--- src/rtl/dwb_pkg.sv ---
package dwb_pkg;
  typedef enum logic [1:0] {
    CMD_NOP = 2'd0,
    CMD_WR  = 2'd1,
    CMD_RD  = 2'd2,
    CMD_RET = 2'd3
  } col_cmd_e;
endpackage

--- src/rtl/wbuf_row_table.sv ---
module wbuf_row_table #(
  parameter int NUM_DEV  = 4,
  parameter int NUM_BANK = 4,
  parameter int ROW_W    = 8,
  localparam int DEV_W   = (NUM_DEV > 1) ? $clog2(NUM_DEV) : 1,
  localparam int BANK_W  = (NUM_BANK > 1) ? $clog2(NUM_BANK) : 1
) (
  input  logic                        clk_i,
  input  logic                        rst_ni,
  input  logic                        act_i,
  input  logic [DEV_W-1:0]            act_dev_i,
  input  logic [BANK_W-1:0]           act_bank_i,
  input  logic [ROW_W-1:0]            act_row_i,
  input  logic [NUM_DEV*BANK_W-1:0]   rd_bank_i,
  output logic [NUM_DEV*ROW_W-1:0]    rd_row_o
);
  logic [ROW_W-1:0] row_q [NUM_DEV][NUM_BANK];

  always_ff @(posedge clk_i or negedge rst_ni) begin
    if (!rst_ni) begin
      for (int d = 0; d < NUM_DEV; d++)
        for (int b = 0; b < NUM_BANK; b++)
          row_q[d][b] <= '0;
    end else if (act_i) begin
      row_q[act_dev_i][act_bank_i] <= act_row_i;
    end
  end

  for (genvar d = 0; d < NUM_DEV; d++) begin : g_rd
    assign rd_row_o[d*ROW_W +: ROW_W] = row_q[d][rd_bank_i[d*BANK_W +: BANK_W]];
  end
endmodule

--- src/rtl/wbuf_entry.sv ---
module wbuf_entry #(
  parameter int NUM_BANK = 4,
  parameter int COL_W    = 6,
  parameter int T_RTR    = 2,
  localparam int BANK_W  = (NUM_BANK > 1) ? $clog2(NUM_BANK) : 1,
  localparam int AGE_W   = $clog2(T_RTR + 1)
) (
  input  logic              clk_i,
  input  logic              rst_ni,
  input  logic              wr_i,
  input  logic              rd_i,
  input  logic              ret_i,
  input  logic [BANK_W-1:0] bank_i,
  input  logic [COL_W-1:0]  col_i,
  input  logic              pre_i,
  input  logic [BANK_W-1:0] pre_bank_i,
  output logic              pend_o,
  output logic [BANK_W-1:0] bank_o,
  output logic [COL_W-1:0]  col_o,
  output logic              retire_o,
  output logic              overwrite_o,
  output logic              holdoff_o,
  output logic              warn_o
);
  localparam logic [AGE_W-1:0] AGE_DUE = AGE_W'(T_RTR);

  logic              pend_q, warn_q;
  logic [AGE_W-1:0]  age_q;
  logic [BANK_W-1:0] bank_q;
  logic [COL_W-1:0]  col_q;
  logic              due;

  assign due         = pend_q && (age_q >= AGE_DUE);
  // explicit marker wins over age; reads only block an aged entry
  assign retire_o    = pend_q && (ret_i || (due && !rd_i));
  assign holdoff_o   = due && rd_i;
  assign overwrite_o = wr_i && pend_q && !retire_o;
  assign pend_o      = pend_q;
  assign bank_o      = bank_q;
  assign col_o       = col_q;
  assign warn_o      = warn_q;

  always_ff @(posedge clk_i or negedge rst_ni) begin
    if (!rst_ni) begin
      pend_q <= 1'b0;
      warn_q <= 1'b0;
      age_q  <= '0;
      bank_q <= '0;
      col_q  <= '0;
    end else if (wr_i) begin
      pend_q <= 1'b1;
      warn_q <= 1'b0;
      age_q  <= AGE_W'(1);
      bank_q <= bank_i;
      col_q  <= col_i;
    end else if (retire_o) begin
      pend_q <= 1'b0;
      warn_q <= 1'b0;
      age_q  <= '0;
    end else if (pend_q) begin
      if (age_q < AGE_DUE) age_q <= age_q + AGE_W'(1);
      if (pre_i && pre_bank_i == bank_q) warn_q <= 1'b1;
    end
  end
endmodule

--- src/rtl/dwb_retire.sv ---
module dwb_retire #(
  parameter int NUM_DEV  = 4,
  parameter int NUM_BANK = 4,
  parameter int COL_W    = 6,
  parameter int ROW_W    = 8,
  parameter int T_RTR    = 2,
  localparam int DEV_W   = (NUM_DEV > 1) ? $clog2(NUM_DEV) : 1,
  localparam int BANK_W  = (NUM_BANK > 1) ? $clog2(NUM_BANK) : 1
) (
  input  logic                      clk_i,
  input  logic                      rst_ni,
  input  logic [1:0]                cmd_i,
  input  logic [DEV_W-1:0]          cmd_dev_i,
  input  logic [BANK_W-1:0]         cmd_bank_i,
  input  logic [COL_W-1:0]          cmd_col_i,
  input  logic                      act_i,
  input  logic [DEV_W-1:0]          act_dev_i,
  input  logic [BANK_W-1:0]         act_bank_i,
  input  logic [ROW_W-1:0]          act_row_i,
  input  logic                      pre_i,
  input  logic [DEV_W-1:0]          pre_dev_i,
  input  logic [BANK_W-1:0]         pre_bank_i,
  output logic [NUM_DEV-1:0]        commit_o,
  output logic [NUM_DEV*BANK_W-1:0] commit_bank_o,
  output logic [NUM_DEV*COL_W-1:0]  commit_col_o,
  output logic [NUM_DEV*ROW_W-1:0]  commit_row_o,
  output logic [NUM_DEV-1:0]        commit_warn_o,
  output logic [NUM_DEV-1:0]        overwrite_o,
  output logic [NUM_DEV-1:0]        holdoff_o
);
  import dwb_pkg::*;

  col_cmd_e                  cmd;
  logic [NUM_DEV-1:0]        pend_q, retire_c, ovw_c, hold_c, warn_c;
  logic [NUM_DEV*BANK_W-1:0] bank_c;
  logic [NUM_DEV*COL_W-1:0]  col_c;
  logic [NUM_DEV*ROW_W-1:0]  row_c;

  assign cmd = col_cmd_e'(cmd_i);

  wbuf_row_table #(
    .NUM_DEV (NUM_DEV),
    .NUM_BANK(NUM_BANK),
    .ROW_W   (ROW_W)
  ) i_rows (
    .clk_i     (clk_i),
    .rst_ni    (rst_ni),
    .act_i     (act_i),
    .act_dev_i (act_dev_i),
    .act_bank_i(act_bank_i),
    .act_row_i (act_row_i),
    .rd_bank_i (bank_c),
    .rd_row_o  (row_c)
  );

  for (genvar d = 0; d < NUM_DEV; d++) begin : g_dev
    logic hit;
    assign hit = (cmd_dev_i == DEV_W'(d));

    wbuf_entry #(
      .NUM_BANK(NUM_BANK),
      .COL_W   (COL_W),
      .T_RTR   (T_RTR)
    ) i_entry (
      .clk_i      (clk_i),
      .rst_ni     (rst_ni),
      .wr_i       (hit && cmd == CMD_WR),
      .rd_i       (hit && cmd == CMD_RD),
      .ret_i      (hit && cmd == CMD_RET),
      .bank_i     (cmd_bank_i),
      .col_i      (cmd_col_i),
      .pre_i      (pre_i && pre_dev_i == DEV_W'(d)),
      .pre_bank_i (pre_bank_i),
      .pend_o     (pend_q[d]),
      .bank_o     (bank_c[d*BANK_W +: BANK_W]),
      .col_o      (col_c[d*COL_W +: COL_W]),
      .retire_o   (retire_c[d]),
      .overwrite_o(ovw_c[d]),
      .holdoff_o  (hold_c[d]),
      .warn_o     (warn_c[d])
    );
  end

  always_ff @(posedge clk_i or negedge rst_ni) begin
    if (!rst_ni) begin
      commit_o      <= '0;
      commit_bank_o <= '0;
      commit_col_o  <= '0;
      commit_row_o  <= '0;
      commit_warn_o <= '0;
      overwrite_o   <= '0;
      holdoff_o     <= '0;
    end else begin
      commit_o      <= retire_c;
      commit_bank_o <= bank_c;
      commit_col_o  <= col_c;
      commit_row_o  <= row_c;
      commit_warn_o <= warn_c & retire_c;
      overwrite_o   <= ovw_c;
      holdoff_o     <= hold_c;
    end
  end
endmodule

--- config.mk ---
export PLATFORM = sky130hd
export DESIGN_NAME = dwb_retire
export DESIGN_NICKNAME = d
export VERILOG_FILES = /design/src/rtl/dwb_pkg.sv /design/src/rtl/wbuf_row_table.sv /design/src/rtl/wbuf_entry.sv /design/src/rtl/dwb_retire.sv
export SDC_FILE = /design/constraint.sdc
export NUM_CORES = 1
export LEC_CHECK = 0
export BUFFER_PORTS_ARGS = -buffer_cell sky130_fd_sc_hd__buf_4
export CORE_ASPECT_RATIO = 0.8
export CORE_MARGIN = 8
export CORE_UTILIZATION = 30
export CTS_CLUSTER_SIZE = 16
export DETAILED_ROUTE_END_ITERATION = 10
export GPL_ROUTABILITY_DRIVEN = 0
export PLACE_DENSITY_LB_ADDON = 0.15
export SYNTH_ARGS = -nofsm -noshare
export SYNTH_HDL_FRONTEND = slang
export SYNTH_HIERARCHICAL = 1
export SYNTH_SLANG_ARGS = --single-unit
--- constraint.sdc ---
create_clock -name clk_i -period 1.2 [get_ports clk_i]
set_input_delay 0.06 -clock clk_i [delete_from_list [all_inputs] [get_ports clk_i]]
set_output_delay 0.06 -clock clk_i [all_outputs]
set_load 0.005 [all_outputs]
==> metrics.yaml <==
floorplanning:
  core-area_mm2: 0.0333
  dieArea_mm2: 0.0397
  die_w_um: 221
  start_util: 0.302
  die_height_um: 180
  rows: 60
  io_pins: 112
pwr:
  clkPwrFrac: 0.302
  switchingPower_mw: 6.84
  ir_worst_vdd_mv: 0.966
  netSwitchingFraction: 0.260
  powerDensity_mw_per_mm2: 1960
  combPwrFrac: 0.246
  internal_power_mw: 19.5
  leakagePower_nw: 6.12
  power_frac_seq: 0.452
  power.total_mw: 26.3
timing:
  period_share: 1.06
  relSlewSlack: 0.712
  rsz0062_at_grt: "true"
  finalSetupViolCount: 29
  timing_hold_violations_final: 0
  tightest_slew_ns: 0.433
  period_needed_ns: 1.27
  skew_ns: 0.0172
  clock.fmax_mhz: 790
  slew_violations: 0
  tns_ns: -0.934
  fin_ws_ns: -0.0662
hold_path:
  worstHoldPathType: "input port to asynchronous set/reset pin"
clocking:
  clockRootBuffer: "clkbuf_16"
  cts_tree: "built"
  htree_num_levels: 1
  clk_pin_slew_ns: 0.06
  clk-insertion-delay-late_ns: 0.54
  cts_buffer_depth: 3
  cts_buffers: 27
  cts.sinks: 256
route:
  routedWlPerCell_um: 19.6
  first_pass_iters: 4
  drt_wl_total_um: 24900
  drt_iter0_drc: 210
  final_antenna_net_count: 0
  drc_errors: 0
  num_vias: 5872
  vias_per_cell: 4.62
synth:
  synth_flop_cell: "dfrtp_1"
  synth_compound_area_frac: 0.0229
  synth_xor_area_frac: 0.00696
  yosys_warnings: 6
  ys_seq_elements: 256
  synthMuxAreaShare: 0.254
  syn_nets: 641
  seq_area_frac_synth: 0.637
  synthArstFlopShare: 1.00
  netlist_instances: 605
  synthesis.area_mm2: 0.0101
  synthAdderAreaFrac: 0.00497
  synth_simple_gate_area_frac: 0.0535
  synth_area_per_cell_um2: 16.6
  yosysUniqueCellTypes: 40
  synth_edf_count: 0
  synth_top_family_by_area: "multiplexers"
grt:
  grt_start_max_net_pins: 47
  grt.overflow.total: 0
  first_global_vias: 6711
  antenna_found_initial: 0
  groute.usage.overall: 0.128
  grt_pass1_wl_um: 39800
place:
  dpl.hpwl_um: 17300
  placed_area_mm2: 0.0121
  placed_cells: 1192
  numPortBuffers: 111
run_status:
  violations: "negative setup slack"
  status: "complete, but fails checks"
critical_path:
  crit_required_ns: 1.58
  setup.worst_path.start_class: "flip-flop"
  r2r-end: "commit_row_o[26]$_DFF_PN0_"
  r2r_start: "g_dev[3].i_entry/bank_o[0]$_DFFE_PN0P_"
  endpoint_kind: "flip-flop"
  critical_path.max_fanout: 10
  worst-setup-path-type: "flip-flop to flip-flop"
  reg2reg_depth: 2
  r2r_slack_ns: -0.07
  cp.arrival_ns: 1.64
finish:
  layout-drive-gt1-share: 0.556
  syn2layout_area_growth_pct: 33.7
  stdcell_area_mm2: 0.0135
  stdcell_count: 1271
  n_antenna_cell: 0
  nets: 858
run:
  cap_viol_max_count: 0
==> repair_timing <==
action	CTS	global route
resized for setup	26	17
cloned	0	1
hold endpoints to repair	414	0
hold buffers	22	0
endpoints found under the setup margin	53	56
buffers inserted	7	5
pin swaps	13	10
==> kinds of logic after synthesis <==
logic type,count (synthesis)
adders and majority gates,4
xor gates and xnor gates,8
DFF,256
buffers and inverters,41
and+or+nand+nor,72
muxes,192
AOI/OAI and AO/OA,32
==> per-stage QoR <==
| stage | hold slack, ns | setup WS (ns) | utilization |
|---|---|---|---|
| 2_1_floorplan | -0.236 | 0.00120 | - |
| 3_3_place_gp | 0.00343 | -0.146 | 0.363 |
| 3_5_place_dp | 0.00918 | -0.223 | 0.363 |
| 4_1_cts | 0.0162 | -0.102 | 0.400 |
| 5_1_grt | 0.0392 | -0.108 | 0.404 |
| 6_report | 0.0260 | -0.0662 | 0.404 |
==> routing by layer <==
metal | track usage | wire length (um) | vias to the layer above
met3 | 0.0248 | 918 | 39
met2 | 0.212 | 12200 | 86
met4 | 0.0328 | 586 | 0
li1 | - | - | 2611
met1 | 0.171 | 11200 | 3136
met5 | 0 | 0 | -
==> flip-flops by register name, indices dropped and copies added, names as in the netlist <==
name,cells
commit_bank_o,8
commit_col_o,24
i_rows/row_q,128
g_dev.i_entry/age_q,8
overwrite_o,4
commit_row_o,32
g_dev.i_entry/bank_o,8
commit_warn_o,4
g_dev.i_entry/pend_o,4
commit_o,4
g_dev.i_entry/col_o,24
holdoff_o,4
g_dev.i_entry/warn_o,4
==> cell usage in the layout, fill, tap and decap left out, types with 4 or more instances in the layout <==
master         count
dfrtp_1          254
inv_1              8
and4b_1            4
xnor2_1            7
ha_4               4
a31oi_1            4
and2_4             5
clkbuf_16         28
o21a_1             4
buf_12            24
dlygate4sd3_1     22
nand2b_1           4
nand3b_1           7
mux2_4             8
mux2_2           144
and4bb_1           4
o21bai_4           4
a21oi_1            8
and3_4             4
nor3_1             7
or2_1              4
o211a_1            4
nor2_2             9
buf_4            167
nor2_1             5
clkbuf_8           6
clkinv_2           7
inv_2              4
a211o_1            4
mux4_2            32
mux2_1             8
==> synthesized netlist by cell type, drive strengths merged, types with 6 or more instances <==
cell type / instances / area share
nor2: 14 / 0.0075
and2: 8 / 0.0055
and3: 6 / 0.0037
a21oi: 8 / 0.0040
clkbuf: 8 / 0.0030
nor3: 8 / 0.0040
mux4: 32 / 0.072
nand3b: 7 / 0.0052
mux2: 160 / 0.18
inv: 12 / 0.0045
dfrtp: 256 / 0.64
xnor2: 8 / 0.0070
buf: 21 / 0.014
==> worst max-delay path, stage by stage, from the launching register on <==
cell and delay (ns):
dfrtp_1 0.39, buf_12 0.17, mux4_2 0.55
==> power by group through the flow <==
stage	clock [mW]	sequential (mW)	combinational (mW)
finish	7.94	11.9	6.47
global route	8.61	12.2	7.00
CTS	8.26	11.9	6.30
detailed placement	0	12.0	5.85
global placement	0	11.9	5.66
floorplan	0	11.8	2.84
==> worst max path at each step <==
stage                                                 startpoint                                      to  slack [ns]  cells after the start
after floorplan                                         cmd_i[1]  g_dev[0].i_entry/bank_o[0]$_DFFE_PN0P_       0.001                      4
after global routing       g_dev[0].i_entry/age_q[0]$_DFFE_PN0P_   g_dev[0].i_entry/age_q[0]$_DFFE_PN0P_       -0.11                      5
after CTS                 g_dev[3].i_entry/bank_o[0]$_DFFE_PN0P_              commit_row_o[26]$_DFF_PN0_       -0.10                      2
after global placement     g_dev[2].i_entry/age_q[0]$_DFFE_PN0P_              commit_warn_o[2]$_DFF_PN0_       -0.15                      5
final                     g_dev[3].i_entry/bank_o[0]$_DFFE_PN0P_              commit_row_o[26]$_DFF_PN0_       -0.07                      2
after detailed placement   g_dev[2].i_entry/age_q[0]$_DFFE_PN0P_              commit_warn_o[2]$_DFF_PN0_       -0.22                      5
==> layout make-up <==
| cell class | instances | area, um^2 |
|---|---|---|
| multi-input cells | 308 | 3600 |
| clock inverters | 9 | 72.6 |
| fillers | 3035 | 19900 |
| inverters | 12 | 45.0 |
| well taps | 434 | 543 |
| flip-flops and latches | 256 | 6410 |
| clock buffers | 35 | 766 |
| repair buffers | 217 | 2020 |
No activity file was read; power rests on OpenSTA's default activity.
